### config.mk
export PLATFORM = sky130hd
export DESIGN_NAME = netlist_eval
export DESIGN_NICKNAME = d
export VERILOG_FILES = /design/src/rtl/netlist_eval_pkg.sv /design/src/rtl/gate_store.sv /design/src/rtl/gate_alu.sv /design/src/rtl/eval_ctrl.sv /design/src/rtl/netlist_eval.sv
export SDC_FILE = /design/constraint.sdc
export NUM_CORES = 1
export LEC_CHECK = 0
export ABC_CLOCK_PERIOD_IN_PS = 11000
export BUFFER_PORTS_ARGS = -buffer_cell sky130_fd_sc_hd__clkbuf_2
export CAP_MARGIN = 20
export CORE_UTILIZATION = 40
export CTS_CLUSTER_DIAMETER = 40
export CTS_CLUSTER_SIZE = 10
export DETAILED_ROUTE_END_ITERATION = 8
export PLACE_DENSITY_LB_ADDON = 0.12
export REMOVE_ABC_BUFFERS = 1
export SETUP_SLACK_MARGIN = 0.5
export SLEW_MARGIN = 5
export SYNTH_ARGS = -nofsm -noshare
export SYNTH_HDL_FRONTEND = slang
export SYNTH_SLANG_ARGS = --single-unit
### constraint.sdc
create_clock -name clk_i -period 11 [get_ports clk_i]
set_input_delay 0 -clock clk_i [delete_from_list [all_inputs] [get_ports clk_i]]
set_output_delay 0 -clock clk_i [all_outputs]
set_load 0.05 [all_outputs]
### src/rtl/netlist_eval_pkg.sv
package netlist_eval_pkg;
  typedef enum logic {
    ST_IDLE,
    ST_RUN
  } state_e;

  typedef enum logic [1:0] {
    K_AND,
    K_OR,
    K_LIT,
    K_BAD
  } kind_e;
endpackage

### src/rtl/gate_store.sv
module gate_store #(
  parameter int MAX_GATES = 16,
  parameter int IDX_W     = 4,
  parameter int TYPE_W    = 4
) (
  input  logic              clk_i,
  input  logic              rst_ni,
  input  logic              we_i,
  input  logic [IDX_W-1:0]  wr_idx_i,
  input  logic [TYPE_W-1:0] wr_type_i,
  input  logic [IDX_W-1:0]  wr_c1_i,
  input  logic [IDX_W-1:0]  wr_c2_i,
  input  logic [IDX_W-1:0]  rd_idx_i,
  output logic [TYPE_W-1:0] rd_type_o,
  output logic [IDX_W-1:0]  rd_c1_o,
  output logic [IDX_W-1:0]  rd_c2_o
);
  logic [TYPE_W-1:0] type_q [MAX_GATES];
  logic [IDX_W-1:0]  c1_q   [MAX_GATES];
  logic [IDX_W-1:0]  c2_q   [MAX_GATES];

  for (genvar g = 0; g < MAX_GATES; g++) begin : g_slot
    logic hit;
    assign hit = we_i && (wr_idx_i == IDX_W'(g));
    always_ff @(posedge clk_i or negedge rst_ni) begin
      if (!rst_ni) begin
        type_q[g] <= '0;
        c1_q[g]   <= '0;
        c2_q[g]   <= '0;
      end else if (hit) begin
        type_q[g] <= wr_type_i;
        c1_q[g]   <= wr_c1_i;
        c2_q[g]   <= wr_c2_i;
      end
    end
  end

  // Combinational read: the record is usable in the cycle it is addressed.
  always_comb begin
    rd_type_o = '0;
    rd_c1_o   = '0;
    rd_c2_o   = '0;
    for (int g = 0; g < MAX_GATES; g++) begin
      if (rd_idx_i == IDX_W'(g)) begin
        rd_type_o = type_q[g];
        rd_c1_o   = c1_q[g];
        rd_c2_o   = c2_q[g];
      end
    end
  end
endmodule

### src/rtl/gate_alu.sv
module gate_alu
  import netlist_eval_pkg::*;
#(
  parameter int N_VARS = 4,
  parameter int IDX_W  = 4,
  parameter int TYPE_W = 4
) (
  input  logic [IDX_W-1:0]  idx_i,
  input  logic [TYPE_W-1:0] type_i,
  input  logic [IDX_W-1:0]  c1_i,
  input  logic [IDX_W-1:0]  c2_i,
  input  logic              c1_val_i,
  input  logic              c2_val_i,
  input  logic [N_VARS-1:0] x_i,
  output logic              val_o,
  output logic              err_o
);
  localparam int MAX_TYPE = 2 * N_VARS + 2;

  kind_e             kind;
  logic [TYPE_W-1:0] lit_off;
  logic              lit_bit;
  logic              child_bad;

  always_comb begin
    if (type_i == TYPE_W'(1))                                   kind = K_AND;
    else if (type_i == TYPE_W'(2))                              kind = K_OR;
    else if (type_i >= TYPE_W'(3) && type_i <= TYPE_W'(MAX_TYPE)) kind = K_LIT;
    else                                                        kind = K_BAD;
  end

  // Literal offset: bit 0 selects complement, upper bits select variable.
  assign lit_off = type_i - TYPE_W'(3);

  always_comb begin
    lit_bit = 1'b0;
    for (int i = 0; i < N_VARS; i++) begin
      if (lit_off[TYPE_W-1:1] == (TYPE_W-1)'(i)) lit_bit = x_i[i];
    end
  end

  assign child_bad = (c1_i >= idx_i) || (c2_i >= idx_i);

  always_comb begin
    val_o = 1'b0;
    err_o = 1'b0;
    unique case (kind)
      K_AND: begin
        val_o = c1_val_i & c2_val_i;
        err_o = child_bad;
      end
      K_OR: begin
        val_o = c1_val_i | c2_val_i;
        err_o = child_bad;
      end
      K_LIT:   val_o = lit_bit ^ lit_off[0];
      default: err_o = 1'b1;
    endcase
  end
endmodule

### src/rtl/eval_ctrl.sv
module eval_ctrl
  import netlist_eval_pkg::*;
#(
  parameter int N_VARS    = 4,
  parameter int MAX_GATES = 16,
  parameter int IDX_W     = 4
) (
  input  logic              clk_i,
  input  logic              rst_ni,
  input  logic              start_i,
  input  logic [IDX_W:0]    len_i,
  input  logic [N_VARS-1:0] x_i,
  input  logic [IDX_W-1:0]  c1_i,
  input  logic [IDX_W-1:0]  c2_i,
  input  logic              gate_val_i,
  input  logic              gate_err_i,
  output logic [IDX_W-1:0]  ptr_o,
  output logic [N_VARS-1:0] x_o,
  output logic              c1_val_o,
  output logic              c2_val_o,
  output logic              busy_o,
  output logic              done_o,
  output logic              result_o,
  output logic              error_o
);
  localparam int LEN_W = IDX_W + 1;

  state_e               state_q;
  logic [IDX_W-1:0]     ptr_q;
  logic [LEN_W-1:0]     len_q;
  logic [N_VARS-1:0]    x_q;
  logic [MAX_GATES-1:0] val_q;
  logic                 done_q, result_q, error_q;
  logic                 len_ok, last;

  assign len_ok = (len_i != '0) && (len_i <= LEN_W'(MAX_GATES));
  assign last   = ({1'b0, ptr_q} == len_q - LEN_W'(1));

  always_comb begin
    c1_val_o = 1'b0;
    c2_val_o = 1'b0;
    for (int g = 0; g < MAX_GATES; g++) begin
      if (c1_i == IDX_W'(g)) c1_val_o = val_q[g];
      if (c2_i == IDX_W'(g)) c2_val_o = val_q[g];
    end
  end

  always_ff @(posedge clk_i or negedge rst_ni) begin
    if (!rst_ni) begin
      state_q  <= ST_IDLE;
      ptr_q    <= '0;
      len_q    <= '0;
      x_q      <= '0;
      val_q    <= '0;
      done_q   <= 1'b0;
      result_q <= 1'b0;
      error_q  <= 1'b0;
    end else begin
      done_q <= 1'b0;
      unique case (state_q)
        ST_IDLE: begin
          if (start_i) begin
            result_q <= 1'b0;
            ptr_q    <= '0;
            len_q    <= len_i;
            x_q      <= x_i;
            if (len_ok) begin
              error_q <= 1'b0;
              state_q <= ST_RUN;
            end else begin
              error_q <= 1'b1;
              done_q  <= 1'b1;
            end
          end
        end
        ST_RUN: begin
          if (gate_err_i) begin
            error_q <= 1'b1;
            done_q  <= 1'b1;
            state_q <= ST_IDLE;
          end else begin
            for (int g = 0; g < MAX_GATES; g++) begin
              if (ptr_q == IDX_W'(g)) val_q[g] <= gate_val_i;
            end
            if (last) begin
              result_q <= gate_val_i;
              done_q   <= 1'b1;
              state_q  <= ST_IDLE;
            end else begin
              ptr_q <= ptr_q + IDX_W'(1);
            end
          end
        end
        default: state_q <= ST_IDLE;
      endcase
    end
  end

  assign ptr_o    = ptr_q;
  assign x_o      = x_q;
  assign busy_o   = (state_q == ST_RUN);
  assign done_o   = done_q;
  assign result_o = result_q;
  assign error_o  = error_q;
endmodule

### src/rtl/netlist_eval.sv
module netlist_eval #(
  parameter int N_VARS    = 4,
  parameter int MAX_GATES = 16,
  parameter int IDX_W     = (MAX_GATES > 1) ? $clog2(MAX_GATES) : 1,
  parameter int TYPE_W    = $clog2(2 * N_VARS + 3)
) (
  input  logic              clk_i,
  input  logic              rst_ni,
  input  logic              load_en_i,
  input  logic [IDX_W-1:0]  load_idx_i,
  input  logic [TYPE_W-1:0] load_type_i,
  input  logic [IDX_W-1:0]  load_c1_i,
  input  logic [IDX_W-1:0]  load_c2_i,
  input  logic [IDX_W:0]    len_i,
  input  logic [N_VARS-1:0] x_i,
  input  logic              start_i,
  output logic              busy_o,
  output logic              done_o,
  output logic              result_o,
  output logic              error_o
);
  logic [IDX_W-1:0]  ptr;
  logic [TYPE_W-1:0] rec_type;
  logic [IDX_W-1:0]  rec_c1, rec_c2;
  logic [N_VARS-1:0] x_cur;
  logic              c1_val, c2_val, gate_val, gate_err;

  gate_store #(
    .MAX_GATES(MAX_GATES), .IDX_W(IDX_W), .TYPE_W(TYPE_W)
  ) u_store (
    .clk_i     (clk_i),
    .rst_ni    (rst_ni),
    .we_i      (load_en_i && !busy_o),
    .wr_idx_i  (load_idx_i),
    .wr_type_i (load_type_i),
    .wr_c1_i   (load_c1_i),
    .wr_c2_i   (load_c2_i),
    .rd_idx_i  (ptr),
    .rd_type_o (rec_type),
    .rd_c1_o   (rec_c1),
    .rd_c2_o   (rec_c2)
  );

  gate_alu #(
    .N_VARS(N_VARS), .IDX_W(IDX_W), .TYPE_W(TYPE_W)
  ) u_alu (
    .idx_i    (ptr),
    .type_i   (rec_type),
    .c1_i     (rec_c1),
    .c2_i     (rec_c2),
    .c1_val_i (c1_val),
    .c2_val_i (c2_val),
    .x_i      (x_cur),
    .val_o    (gate_val),
    .err_o    (gate_err)
  );

  eval_ctrl #(
    .N_VARS(N_VARS), .MAX_GATES(MAX_GATES), .IDX_W(IDX_W)
  ) u_ctrl (
    .clk_i      (clk_i),
    .rst_ni     (rst_ni),
    .start_i    (start_i),
    .len_i      (len_i),
    .x_i        (x_i),
    .c1_i       (rec_c1),
    .c2_i       (rec_c2),
    .gate_val_i (gate_val),
    .gate_err_i (gate_err),
    .ptr_o      (ptr),
    .x_o        (x_cur),
    .c1_val_o   (c1_val),
    .c2_val_o   (c2_val),
    .busy_o     (busy_o),
    .done_o     (done_o),
    .result_o   (result_o),
    .error_o    (error_o)
  );
endmodule

# --- After elaboration in Yosys (flattened, before gate mapping) ---
# Index checks and enable logic that the tools add are counted.
word_totals:
  regBits: 225
  in_bits: 29
  out_inout_bits: 4
op_classes:
  n_addsub: 3
  order_cmp: 5
  n_eq_ne: 73
  mux: 110
  n_bitwise: 5
  n_reduce_logical: 49
ops:
  columns: ["operator", "n"]
  rows:
  - ["4-bit two-way mux", 51]
  - ["4-bit == test, second input constant", 32]
  - ["4-bit by 3-bit == test with 1-bit output, second input constant", 16]
  - ["3-bit AND reduction", 18]
  - ["1-bit two-way mux", 50]
  - ["4-bit by 2-bit == test with 1-bit output, second input constant", 9]
  - ["4-bit by 1-bit == test with 1-bit output, second input constant", 5]
  - ["1-bit logical AND", 19]
  - ["4-bit logical NOT", 4]
  - ["2-bit inequality test, second input constant", 5]
  - ["1-bit case mux with 2 select lines", 5]
  - ["4-bit greater-or-equal comparator", 2]
  - ["4-bit case mux with 2 select lines", 1]
  - ["3-bit by 2-bit == test with 1-bit output, second input constant", 2]
  - ["4-bit by 5-bit == test with 1-bit output", 1]
  - ["5-bit less-or-equal comparator, second input constant", 1]
  - ["5-bit nonzero test", 1]
  - ["5-bit by 1-bit subtractor with 5-bit output, second input constant", 1]
  - ["4-bit by 1-bit adder with 4-bit output, second input constant", 1]
  - ["4-bit by 2-bit greater-or-equal comparator with 1-bit output, second input constant", 1]
  - ["4-bit less-or-equal comparator, second input constant", 1]
  - ["2-bit two-way mux", 2]
  - ["2-bit AND reduction", 2]
  - ["4-bit by 2-bit subtractor with 4-bit output, second input constant", 1]
  - ["other kinds (13)", 14]

# --- Longest topological paths before layout ---
logic_depth:
  depth_word: 39
  mapped_depth: 22
  depth_no_buf: 18

# --- Hierarchy ---
# Synthesis repeated with hierarchy kept, for this count alone.
hier_totals:
  cells_unflattened: 952
  area_unflattened_um2: 11456.0
by_module_without_submodules:
  columns: ["mod", "n_inst", "cells_per_inst", "area_each_um2"]
  rows:
  - ["gate_store", 1, 729, 9187.6]
  - ["eval_ctrl", 1, 177, 1883.1]
  - ["gate_alu", 1, 45, 371.6]
  - ["netlist_eval", 1, 1, 13.8]

# --- Least setup slack after synthesis ---
# OpenSTA, ideal clock, no wires.
synth_path:
  kind: "reg2reg"
  startpoint: "register u_ctrl.ptr_q[1] (netlist: u_ctrl.ptr_o[1])"
  endpoint: "register u_ctrl.val_q[10]"
  setup_time_ns: 0.125
  t_arrival_ns: 4.112
  required_ns: 10.875
  slack_ns: 6.764
  stages_incl_launch_ff: 23
  path_cell_list: "dfrtp_1 inv_1 ha_1 buf_2 buf_6 buf_6 buf_2 buf_2 a21oi_1 o31ai_1 a31oi_1 a2111oi_0 o21bai_1 inv_1 ha_1 nor2_1 nor3_1 and3_1 o31ai_1 a21oi_4 buf_4 nand3_1 mux2_2"
synth_via:
  elab_chain_len: 36
synth_lines:
  columns: ["item", "line_no", "rtl"]
  rows:
  - ["start: declaration", "eval_ctrl.sv:29", "logic [IDX_W-1:0] ptr_q;"]
  - ["start signal: assignment", "eval_ctrl.sv:90", "ptr_q <= ptr_q + IDX_W'(1);"]
  - ["4-bit logical NOT", "gate_store.sv:44", "if (rd_idx_i == IDX_W'(g)) begin"]
  - ["4-bit two-way mux (16 in a row)", "gate_store.sv:44", null]
  - ["4-bit logical NOT, on equally long branches", "eval_ctrl.sv:43, eval_ctrl.sv:44", null]
  - ["1-bit two-way mux, on equally long branches (16 in a row)", "eval_ctrl.sv:43, eval_ctrl.sv:44", null]
  - ["1-bit OR / 1-bit bitwise AND (equally long branches)", "gate_alu.sv:53, gate_alu.sv:49", null]
  - ["1-bit case mux with 3 select lines", "gate_alu.sv:47", "unique case (kind)"]
  - ["end signal: indexed assignment", "eval_ctrl.sv:83", "if (ptr_q == IDX_W'(g)) val_q[g] <= gate_val_i;"]
  - ["end: declaration", "eval_ctrl.sv:32", "logic [MAX_GATES-1:0] val_q;"]
# Parallel ways exist; a longest one is shown, timed or not.
# A chain may end at the register's enable or synchronous reset.

# --- Worst setup path after layout ---
layout_path:
  startpoint: "register u_ctrl.ptr_q[0] (netlist: u_ctrl.ptr_o[0])"
  endpoint: "register u_ctrl.ptr_q[2] (netlist: u_ctrl.ptr_o[2])"
layout_via:
  elab_chain_len: 27
layout_lines:
  columns: ["item", "line_no", "rtl"]
  rows:
  - ["4-bit logical NOT", "gate_store.sv:44", null]
  - ["4-bit two-way mux (16 in a row)", "gate_store.sv:44", null]
  - ["4-bit by 2-bit greater-or-equal comparator with 1-bit output / 4-bit less-or-equal comparator (equally long branches)", "gate_alu.sv:28", "else if (type_i >= TYPE_W'(3) && type_i <= TYPE_W'(MAX_TYPE)) kind = K_LIT;"]
  - ["1-bit logical AND", "gate_alu.sv:28", null]
  - ["1-bit two-way mux", "gate_alu.sv:28", null]
  - ["2-bit two-way mux", "gate_alu.sv:27", "else if (type_i == TYPE_W'(2)) kind = K_OR;"]
  - ["2-bit two-way mux", "gate_alu.sv:26", "if (type_i == TYPE_W'(1)) kind = K_AND;"]
  - ["2-bit by 1-bit == test with 1-bit output / 2-bit logical NOT (equally long branches)", "gate_alu.sv:47", null]
  - ["2-bit OR reduction (no line)", null, null]
  - ["1-bit case mux with 2 select lines", "gate_alu.sv:47", null]
  - ["2-bit inequality test (no line)", null, null]
  - ["3-bit AND reduction (no line)", null, null]
# Parallel ways exist; a longest one is shown, timed or not. The select of a mux whose other input is x is not followed.

==> results_dict.tcl <==
set metrics [dict create \
    status "finished clean" \
    grt_pass1_wl_mm 56.1 \
    vias_per_cell 5.84 \
    drc_errors 0 \
    hp-start "load_c2_i[3]" \
    area_delta_synth_final_pct 14.7 \
    grt_usage 0.237 \
    max_cap_violations 0 \
    p_int_mw 2.54 \
    dp.cells 1429 \
    place_area_um2 12500 \
    drive_gt1_frac 0.334 \
    num-nets-final 1141 \
    whs_ns 0.0277 \
    leakagePower_nw 6.01 \
    r2r_start "u_ctrl.ptr_o[0]" \
    slew_violations 0 \
    hold_viol_final 0 \
    ios 33 \
    synth_ff_type "dfrtp_1" \
    nFillCells 2773 \
    p_clk_frac 0.325 \
    drtIter0Drc 687 \
    clkTransAtPathRegs_ns 0.05 \
    ant_nets 0 \
    synth-async-reset-ratio 1.00 \
    switchingPower_mw 1.38 \
    sw_frac_of_total 0.352 \
    worstSetupEndpointType "flop" \
    fin_crit_sh 0.504 \
    postLayoutCellArea_um2 14000 \
    synth-edff-count 0 \
    setup_tns_ns 0 \
    io_buffers 32 \
    syn_area_um2 12200 \
    mostFrequentLayoutCells "224 x dfrtp_1, 210 x mux2_2, 80 x nand2_1" \
    clk_latency_ns 0.54 \
    vias 8856 \
    grt_pass1_vias 9098 \
    fmax_ghz 0.180 \
    initial_core_util 0.410 \
    die_y_um 177 \
    worst_hold_path_type "in -> reg" \
    p_per_area_nw_per_um2 280 \
    ys_warn_count 0 \
    cts_made_buffers 41 \
    finalNonFillerCells 1517 \
    die_w_um 177 \
    crit_start "u_ctrl.ptr_o[0]" \
    post_cts_buffers 0 \
    max_slew_margin 0.303 \
    cts_resized 0 \
    die-area_um2 31200 \
    setup_viol 0 \
    worstPathArrival_ns 5.98 \
    wirelength_mm 35.7 \
    cts_max_level 2 \
    dr.pass1.iters 5 \
    clockRootBuffer "clkbuf_16" \
    avgSynthCellArea_um2 11.3 \
    seq_area_frac_synth 0.461 \
    yosys.area.top_type "dfrtp_1" \
    antenna_found_initial 1 \
    power_frac_comb 0.343 \
    seq_power_share 0.333 \
    path_class "reg -> reg" \
    p_total_mw 3.92 \
    dp_hpwl_mm 22.5 \
    hold_buffers 14 \
    tightestPinTransition_ns 1.04 \
    worstPathRequired_ns 11.44 \
    synth_top_cell_area_share 0.461 \
    ir_drop_uv 115 \
    antenna_cells 0 \
    synth_seq_cells 225 \
    rows 63 \
    cts_tree "yes" \
    synthCells 1082 \
    rsz0062_at_grt "no" \
    wl_per_cell_um 23.5 \
    fin_crit_ns 5.54 \
    core_area_um2 29800 \
    final_common_cell "dfrtp_1" \
    cp_max_fo 44 \
    synth_cell_types 92 \
    cts.sinks 225 \
    place.gp.congestion 0.860 \
    overflow 0 \
    grt_max_degree 103 \
    crit_path_start_kind "flop" \
    clk_path_buf_depth 3 \
    ys_top_cells_by_area "dfrtp_1 46%, mux2_2 19%, nand2_1 2.5%" \
    skew_ns 0.0226 \
]
## kinds of logic (layout without fill, tap and decap cells)
kind of cell / Yosys count / after routing / synth area share
fa+ha+maj: 16 / 16 / 0.0164
buf+inv: 115 / 160 / 0.0509
flops: 225 / 225 / 0.461
xor+xnor: 7 / 7 / 0.00502
compound gates: 246 / 246 / 0.149
simple gates: 251 / 251 / 0.112
mux: 222 / 222 / 0.206
## path summary, 6_finish.rpt
path / endpoint / slack [ns] / cells after the start
worst max-delay path: u_ctrl.ptr_o[2] / 5.46 / 17
min in group asynchronous: u_ctrl.len_q[4] / 0.12 / 2
max in group asynchronous: u_store.c2_q[62] / 8.65 / 4
worst min register to register: u_ctrl.x_o[2] / 0.47 / 2
worst min-delay path: u_store.c2_q[23] / 0.03 / 2
worst max register to register: u_ctrl.ptr_o[2] / 5.46 / 17
## sequential cells by signal, indices dropped and copies added, names as in the netlist
signal / count
u_ctrl.val_q: 16
u_ctrl.done_o: 1
u_store.c2_q: 64
u_ctrl.len_q: 5
u_store.c1_q: 64
u_store.type_q: 64
u_ctrl.ptr_o: 4
u_ctrl.x_o: 4
u_ctrl.busy_o: 1
u_ctrl.error_o: 1
u_ctrl.result_o: 1
## through the flow
| step | util | worst slack (ns) |
|---|---|---|
| floorplan | - | 5.55 |
| global placement | 0.419 | 5.53 |
| detailed placement | 0.419 | 5.51 |
| CTS | 0.470 | 5.49 |
| global route | 0.470 | 5.08 |
| finish | 0.470 | 5.46 |
## critical path, stage by stage, from the launching register on
cell       delay (ns)
dfrtp_1          0.49
ha_2             0.46
buf_4            0.41
nor2b_1          0.87
a22oi_1          0.18
o22ai_1          0.21
a31oi_1          0.10
a2111oi_0        0.41
o21bai_1         0.35
inv_1            0.09
ha_1             0.24
nor2_1           0.16
and2_1           0.16
o31ai_1          0.12
a21oi_4          0.53
nand2b_2         0.18
or3_1            0.33
a21oi_1          0.15
## Yosys cell counts, types with 11 or more instances
library cell and instances:
a22oi_1 11, nor2_1 33, dfrtp_1 225, nand3_1 25, ha_1 16, inv_1 21
buf_6 16, nand2b_1 19, buf_2 23, clkbuf_1 35, nand2_1 80, mux2_2 210
a21oi_1 52, a211oi_1 12, buf_4 11, nand3b_1 11, nor2b_1 26, o21ai_0 36
## layout make-up
class / instances / area [µm²] / share of cell area
flip-flops and latches: 225 / 5630 / 0.402
clock buffers: 46 / 1080 / 0.0775
repair buffers: 60 / 415 / 0.0297
well taps: 390 / 488 / 0.0348
multi-input cells: 742 / 5980 / 0.427
clock inverters: 28 / 305 / 0.0218
inverters: 26 / 97.6 / 0.00697
## layer usage
| metal | GRT usage | vias up | share of wire |
|---|---|---|---|
| met5 | 0 | - | 0.00050 |
| li1 | - | 4026 | - |
| met1 | 0.333 | 4553 | 0.47 |
| met2 | 0.377 | 224 | 0.46 |
| met4 | 0.0672 | 2 | 0.018 |
| met3 | 0.0361 | 51 | 0.044 |
## power groups by stage
| stage | registers (mW) | clock network [mW] | logic (mW) |
|---|---|---|---|
| 2_1_floorplan | 1.27 | 0 | 0.966 |
| 3_3_place_gp | 1.31 | 0 | 1.33 |
| 3_5_place_dp | 1.31 | 0 | 1.34 |
| 4_1_cts | 1.30 | 1.30 | 1.35 |
| 5_1_grt | 1.34 | 1.33 | 1.48 |
| 6_report | 1.30 | 1.27 | 1.34 |
Power figures use the tool's default switching activity.
